### src/rtl/pwm_slice_pkg.sv
package pwm_slice_pkg;
  parameter int CNT_W      = 16;
  parameter int DIV_INT_W  = 8;
  parameter int DIV_FRAC_W = 4;
  parameter int DATA_W     = 32;
  parameter int ADDR_W     = 2;
  parameter int N_CH       = 2;

  localparam int DIV_W = DIV_INT_W + DIV_FRAC_W;

  typedef struct packed {
    logic [1:0] div_mode;
    logic       inv_b;
    logic       inv_a;
    logic       phase_correct;
    logic       enable;
  } ctrl_t;

  localparam int CTRL_W = $bits(ctrl_t);

  typedef enum logic [ADDR_W-1:0] {
    REG_CTRL  = 2'd0,
    REG_DIV   = 2'd1,
    REG_LEVEL = 2'd2,
    REG_TOP   = 2'd3
  } reg_addr_e;

  typedef enum logic {DIR_UP = 1'b0, DIR_DOWN = 1'b1} dir_e;
endpackage

### src/rtl/pwm_frac_div.sv
module pwm_frac_div #(
  parameter int INT_W  = 8,
  parameter int FRAC_W = 4
) (
  input  logic                    clk_i,
  input  logic                    rst_ni,
  input  logic                    run_i,
  input  logic [INT_W+FRAC_W-1:0] div_i,
  output logic                    tick_o
);
  localparam int LW = INT_W + 1;

  logic [INT_W-1:0]  int_raw, int_eff;
  logic [FRAC_W-1:0] frac_raw, frac_eff;
  logic [LW-1:0]     limit, cyc_q;
  logic [FRAC_W-1:0] acc_q;
  logic              extra_q;
  logic [FRAC_W:0]   acc_sum;

  assign int_raw  = div_i[INT_W+FRAC_W-1:FRAC_W];
  assign frac_raw = div_i[FRAC_W-1:0];

  // values below 1.0 clamp to exactly 1.0
  always_comb begin
    if (int_raw == '0) begin
      int_eff  = INT_W'(1);
      frac_eff = '0;
    end else begin
      int_eff  = int_raw;
      frac_eff = frac_raw;
    end
  end

  assign limit   = {1'b0, int_eff} + LW'(extra_q);
  assign tick_o  = run_i && (cyc_q >= limit - LW'(1));
  assign acc_sum = {1'b0, acc_q} + {1'b0, frac_eff};

  always_ff @(posedge clk_i or negedge rst_ni) begin
    if (!rst_ni) begin
      cyc_q   <= '0;
      acc_q   <= '0;
      extra_q <= 1'b0;
    end else if (run_i) begin
      if (tick_o) begin
        cyc_q   <= '0;
        acc_q   <= acc_sum[FRAC_W-1:0];
        extra_q <= acc_sum[FRAC_W];
      end else begin
        cyc_q <= cyc_q + LW'(1);
      end
    end
  end

  a_r9_div_frozen: assert property (@(posedge clk_i) disable iff (!rst_ni)
    !run_i |=> ($stable(cyc_q) && $stable(acc_q) && $stable(extra_q)));

  a_r2_step_bound: assert property (@(posedge clk_i) disable iff (!rst_ni)
    tick_o |=> (cyc_q == '0));
endmodule

### src/rtl/pwm_counter.sv
module pwm_counter
  import pwm_slice_pkg::*;
#(
  parameter int CW  = 16,
  parameter int NCH = 2
) (
  input  logic                    clk_i,
  input  logic                    rst_ni,
  input  logic                    run_i,
  input  logic                    tick_i,
  input  logic                    phase_i,
  input  logic [CW-1:0]           top_i,
  input  logic [NCH-1:0][CW-1:0]  lvl_i,
  output logic [CW-1:0]           cnt_o,
  output logic [NCH-1:0][CW-1:0]  lvl_o,
  output logic                    wrap_o
);
  logic [CW-1:0]          cnt_q, cnt_d, top_q;
  logic [NCH-1:0][CW-1:0] lvl_q;
  dir_e                   dir_q, dir_d;
  logic                   end_c, load;
  logic                   wrap_q;

  always_comb begin
    cnt_d = cnt_q;
    dir_d = dir_q;
    end_c = 1'b0;
    if (tick_i) begin
      if (!phase_i) begin
        if (cnt_q >= top_q) begin
          cnt_d = '0;
          dir_d = DIR_UP;
          end_c = 1'b1;
        end else begin
          cnt_d = cnt_q + CW'(1);
        end
      end else if (dir_q == DIR_UP) begin
        if (cnt_q >= top_q) begin
          cnt_d = top_q;  // hold at top for one step
          dir_d = DIR_DOWN;
        end else begin
          cnt_d = cnt_q + CW'(1);
        end
      end else begin
        if (cnt_q == '0) begin
          dir_d = DIR_UP;
          end_c = 1'b1;
        end else begin
          cnt_d = cnt_q - CW'(1);
        end
      end
    end
  end

  // shadows follow registers while halted, else only at period end
  assign load = !run_i || end_c;

  always_ff @(posedge clk_i or negedge rst_ni) begin
    if (!rst_ni) begin
      cnt_q  <= '0;
      dir_q  <= DIR_UP;
      wrap_q <= 1'b0;
      top_q  <= '1;
      lvl_q  <= '0;
    end else begin
      cnt_q  <= cnt_d;
      dir_q  <= dir_d;
      wrap_q <= end_c;
      if (load) begin
        top_q <= top_i;
        lvl_q <= lvl_i;
      end
    end
  end

  assign cnt_o  = cnt_q;
  assign lvl_o  = lvl_q;
  assign wrap_o = wrap_q;

  a_r9_cnt_frozen: assert property (@(posedge clk_i) disable iff (!rst_ni)
    !run_i |=> ($stable(cnt_q) && !wrap_o));

  a_r10_wrap_at_zero: assert property (@(posedge clk_i) disable iff (!rst_ni)
    wrap_o |-> (cnt_q == '0));

  a_r8_shadow_held: assert property (@(posedge clk_i) disable iff (!rst_ni)
    (run_i && !end_c) |=> ($stable(top_q) && $stable(lvl_q)));
endmodule

### src/rtl/pwm_channel.sv
module pwm_channel #(
  parameter int CW = 16
) (
  input  logic          clk_i,
  input  logic          rst_ni,
  input  logic [CW-1:0] cnt_i,
  input  logic [CW-1:0] lvl_i,
  input  logic          inv_i,
  output logic          pwm_o
);
  logic pwm_q;

  always_ff @(posedge clk_i or negedge rst_ni) begin
    if (!rst_ni) pwm_q <= 1'b0;
    else         pwm_q <= (cnt_i < lvl_i) ^ inv_i;
  end

  assign pwm_o = pwm_q;

  a_r6_zero_level_low: assert property (@(posedge clk_i) disable iff (!rst_ni)
    (lvl_i == '0) |=> (pwm_o == $past(inv_i)));
endmodule

### src/rtl/pwm_slice.sv
module pwm_slice
  import pwm_slice_pkg::*;
(
  input  logic              clk_i,
  input  logic              rst_ni,
  input  logic              wr_en_i,
  input  logic [ADDR_W-1:0] wr_addr_i,
  input  logic [DATA_W-1:0] wr_data_i,
  output logic              pwm_a_o,
  output logic              pwm_b_o,
  output logic              wrap_o
);
  localparam logic [DIV_W-1:0] DIV_RST = DIV_W'(1 << DIV_FRAC_W);

  ctrl_t                     ctrl_q;
  logic [DIV_W-1:0]          div_q;
  logic [CNT_W-1:0]          top_q;
  logic [N_CH-1:0][CNT_W-1:0] lvl_q, lvl_act;
  logic [CNT_W-1:0]          cnt;
  logic                      run, tick;
  logic [N_CH-1:0]           inv, pwm;

  always_ff @(posedge clk_i or negedge rst_ni) begin
    if (!rst_ni) begin
      ctrl_q <= '0;
      div_q  <= DIV_RST;
      top_q  <= '1;
      lvl_q  <= '0;
    end else if (wr_en_i) begin
      unique case (reg_addr_e'(wr_addr_i))
        REG_CTRL:  ctrl_q <= ctrl_t'(wr_data_i[CTRL_W-1:0]);
        REG_DIV:   div_q  <= wr_data_i[DIV_W-1:0];
        REG_LEVEL: lvl_q  <= wr_data_i[N_CH*CNT_W-1:0];
        REG_TOP:   top_q  <= wr_data_i[CNT_W-1:0];
        default: ;
      endcase
    end
  end

  // gated divider modes have no gate source here: nonzero mode halts
  assign run = ctrl_q.enable && (ctrl_q.div_mode == 2'b00);
  assign inv = {ctrl_q.inv_b, ctrl_q.inv_a};

  pwm_frac_div #(.INT_W(DIV_INT_W), .FRAC_W(DIV_FRAC_W)) i_div (
    .clk_i  (clk_i),
    .rst_ni (rst_ni),
    .run_i  (run),
    .div_i  (div_q),
    .tick_o (tick)
  );

  pwm_counter #(.CW(CNT_W), .NCH(N_CH)) i_cnt (
    .clk_i   (clk_i),
    .rst_ni  (rst_ni),
    .run_i   (run),
    .tick_i  (tick),
    .phase_i (ctrl_q.phase_correct),
    .top_i   (top_q),
    .lvl_i   (lvl_q),
    .cnt_o   (cnt),
    .lvl_o   (lvl_act),
    .wrap_o  (wrap_o)
  );

  for (genvar g = 0; g < N_CH; g++) begin : g_ch
    pwm_channel #(.CW(CNT_W)) i_ch (
      .clk_i  (clk_i),
      .rst_ni (rst_ni),
      .cnt_i  (cnt),
      .lvl_i  (lvl_act[g]),
      .inv_i  (inv[g]),
      .pwm_o  (pwm[g])
    );
  end

  assign pwm_a_o = pwm[0];
  assign pwm_b_o = pwm[1];

  a_r11_mode_halts: assert property (@(posedge clk_i) disable iff (!rst_ni)
    (ctrl_q.div_mode != 2'b00) |=> !wrap_o);

  a_r12_reset_quiet: assert property (@(posedge clk_i)
    $rose(rst_ni) |-> (!pwm_a_o && !pwm_b_o && !wrap_o));
endmodule

### config.mk
export PLATFORM = sky130hd
export DESIGN_NAME = pwm_slice
export DESIGN_NICKNAME = d
export VERILOG_FILES = /design/src/rtl/pwm_slice_pkg.sv /design/src/rtl/pwm_frac_div.sv /design/src/rtl/pwm_counter.sv /design/src/rtl/pwm_channel.sv /design/src/rtl/pwm_slice.sv
export SDC_FILE = /design/constraint.sdc
export NUM_CORES = 1
export LEC_CHECK = 0
export ABC_CLOCK_PERIOD_IN_PS = 4760
export CAP_MARGIN = 20
export CELL_PAD_IN_SITES_DETAIL_PLACEMENT = 1
export CELL_PAD_IN_SITES_GLOBAL_PLACEMENT = 2
export CORE_MARGIN = 2
export CORE_UTILIZATION = 36
export DETAILED_ROUTE_END_ITERATION = 16
export DONT_BUFFER_PORTS = 1
export PLACE_DENSITY = 0.7
export SLEW_MARGIN = 10
export SYNTH_ARGS = -nofsm -noshare
export SYNTH_HDL_FRONTEND = slang
export SYNTH_HIERARCHICAL = 1
export SYNTH_SLANG_ARGS = --single-unit
### constraint.sdc
create_clock -name clk_i -period 4.76 [get_ports clk_i]
set_clock_uncertainty 0.05 [all_clocks]
set_input_delay 0.952 -clock clk_i [delete_from_list [all_inputs] [get_ports clk_i]]
set_output_delay 0.952 -clock clk_i [all_outputs]
set_load 0.02 [all_outputs]
==> metrics.cfg <==
[die]
die_area_mm2=0.0272
pin_count=40
start_util=0.369
die_x_um=165
coreArea_mm2=0.0253
die_h_um=165
rows=58

[grt]
first_global_vias=7474
grt_pass1_wl_um=43600
grt_overflow=0
grt_max_degree=149
grt_use_total=0.210
antenna_found_initial=0

[clocking]
insertion_delay_ps=440
clock-sinks=148
numCtsBuffers=17
cts_tree=done
cts_setup_buffers=0
holdBufCountCts=0
cts-root-buf=clkbuf_16
cts_resized=0
cts.path.max_buffers=2
htree_levels=4
path_clk_slew_ps=70

[pwr]
powerDensity_mw_per_mm2=520
finalPower_uw=5320
vdd_drop_max_v=0.000225
p_leak_uw=0.00417

[routing]
dr_total_vias=7216
drt_wl_total_um=26800
firstDrtPassIters=5
dr.first_iter.drc_count=450
route.detailed.drc=0
wl_per_cell_um=21.3
viasPerCell=5.74
ant_nets=0

[critical_path]
cp.arrival_ps=4480
cp_max_fo=10
required_ps=5070
start_kind=flop
cp-end-kind=flop
critPathKind=flop to flop

[placement]
place.port_buffers=0
gp_congestion=0.813
place_inst=1225
place_hpwl_um=18200

[cells_and_area]
layoutNonFillerInstCount=1257
fillCellCount=2846
multi_input_area_mm2=0.00504
syn_to_final_growth_pct=10.0
seqCellArea_mm2=0.00374
final_common_cell=dfrtp_1
drive_above_1_share=0.191
final_nets=1017
final_cell_mix=115 x dfrtp_1, 102 x o211ai_1, 81 x nand2_1
antenna_cells=0

[run]
drv_cap=0

[yosys]
synthCells=937
synth_seq_cells=148
ys_types=79
avgSynthCellArea_um2=9.93
synth_nets=1040
yosys_warnings=6
synth_enable_flop_cells=0
ys_async_sr_fraction=1.00
synth_flop_cell=dfrtp_1
ys_seq_area_frac=0.402
syn_area_mm2=0.00931

[run_status]
status=finished clean

[sta]
hold_viol_final=0
fmax_ghz=0.240
fin_crit_sh=0.875
setup_tns_ps=0
maxSlewHeadroom=0.312
period_needed_ps=4170
worst_pin_slew_ps=1030
slew_viol_final=0
rsz0062_at_grt=false
finalSetupViolCount=0

[min_path]
hold_class=input pin to asynchronous set/reset pin

==> stage by stage <==
step	setup slack, ps	cell area, µm²	utilization	hold slack (ps)
floorplan	1200	9310	-	392
global placement	811	9600	0.380	404
detailed placement	711	9600	0.380	437
CTS	647	10200	0.406	155
global route	304	10200	0.406	145
finish	593	10200	0.406	168
==> report_power, final <==
part,internal [µW],total (µW),switching (µW),leakage (µW)
registers,1610,1970,355,0.00174
logic,791,1880,1090,0.00211
clock network,854,1480,623,0.000315
total,3260,5320,2070,0.00417
==> cell families after synthesis <==
group	count (synthesis)	synth area share
compound gates	237	0.189
xor+xnor	21	0.0198
fa+ha+maj	66	0.0895
buf+inv	127	0.0605
flops	148	0.402
mux	71	0.0869
simple gates	267	0.152
==> sequential cells by signal, indices dropped and copies added, names as in the netlist, 2 cells and up <==
signal / cells
g_ch.i_ch/pwm_o: 2
i_cnt/lvl_o: 32
i_div/acc_q: 4
ctrl_q: 6
lvl_q: 32
i_cnt/top_q: 16
top_q: 16
i_div/cyc_q: 9
div_q: 12
i_cnt/cnt_o: 16
==> worst max-delay path, cell delays in order, from the launching register on <==
cell and delay (ps):
dfrtp_1 440, nor4_1 500, a31oi_1 170, ha_1 240
ha_1 230, nand2_1 100, nor3_1 60, xnor2_1 140
ha_1 300, nand4_1 140, nor2_1 210, a211oi_4 140
nor2b_4 360, o21a_1 350, nand2_2 200, o41ai_1 330
a211o_1 140
==> cell usage after synthesis (4+ instances only) <==
library cell / instances / area share
mux2_2: 66 / 0.080
o21ai_1: 6 / 0.0032
buf_2: 9 / 0.0048
buf_4: 6 / 0.0048
and4_1: 7 / 0.0066
nor3_1: 13 / 0.0070
nor2_1: 31 / 0.013
nor4_1: 7 / 0.0047
o2111a_1: 5 / 0.0060
nand2_1: 81 / 0.033
and2_1: 4 / 0.0027
o211ai_1: 102 / 0.082
xor2_1: 5 / 0.0047
o21ai_0: 17 / 0.0091
ha_1: 65 / 0.087
a21o_1: 9 / 0.0073
nand3_1: 32 / 0.017
nand2b_1: 48 / 0.032
nand4_1: 16 / 0.011
xnor2_1: 16 / 0.015
a31oi_1: 11 / 0.0074
dfstp_2: 33 / 0.093
o31ai_1: 5 / 0.0040
clkbuf_1: 35 / 0.014
o21a_1: 8 / 0.0065
a21oi_1: 33 / 0.018
inv_1: 67 / 0.027
or4_1: 4 / 0.0032
dfrtp_1: 115 / 0.31
==> final cells by class <==
class                   count  area share
inverters                  68      0.0249
multi-input cells         662       0.492
repair buffers             17      0.0149
clock inverters            15      0.0206
well taps                 330      0.0403
clock buffers              17      0.0415
flip-flops and latches    148       0.366
==> final timing paths <==
path | startpoint | to | slack (ps) | cells past startpoint
min reg2reg | i_cnt/top_q[15] | i_cnt/top_q[15] | 440 | 2
max reg2reg | div_q[8] | i_cnt/cnt_o[10] | 590 | 16
min in group clk_i | i_cnt/top_q[15] | i_cnt/top_q[15] | 440 | 2
max | div_q[8] | i_cnt/cnt_o[10] | 590 | 16
max in group asynchronous | rst_ni | i_cnt/top_q[14] | 4150 | 0
min | rst_ni | lvl_q[22] | 170 | 0
==> layer usage <==
metal / track usage / part of all wire / up-vias
met1: 0.287 / 0.46 / 3646
met2: 0.338 / 0.47 / 155
li1: - / - / 3387
met5: 0 / 0 / -
met4: 0.0569 / 0.020 / 0
met3: 0.0419 / 0.045 / 28
No activity file was read; power rests on OpenSTA's default activity.
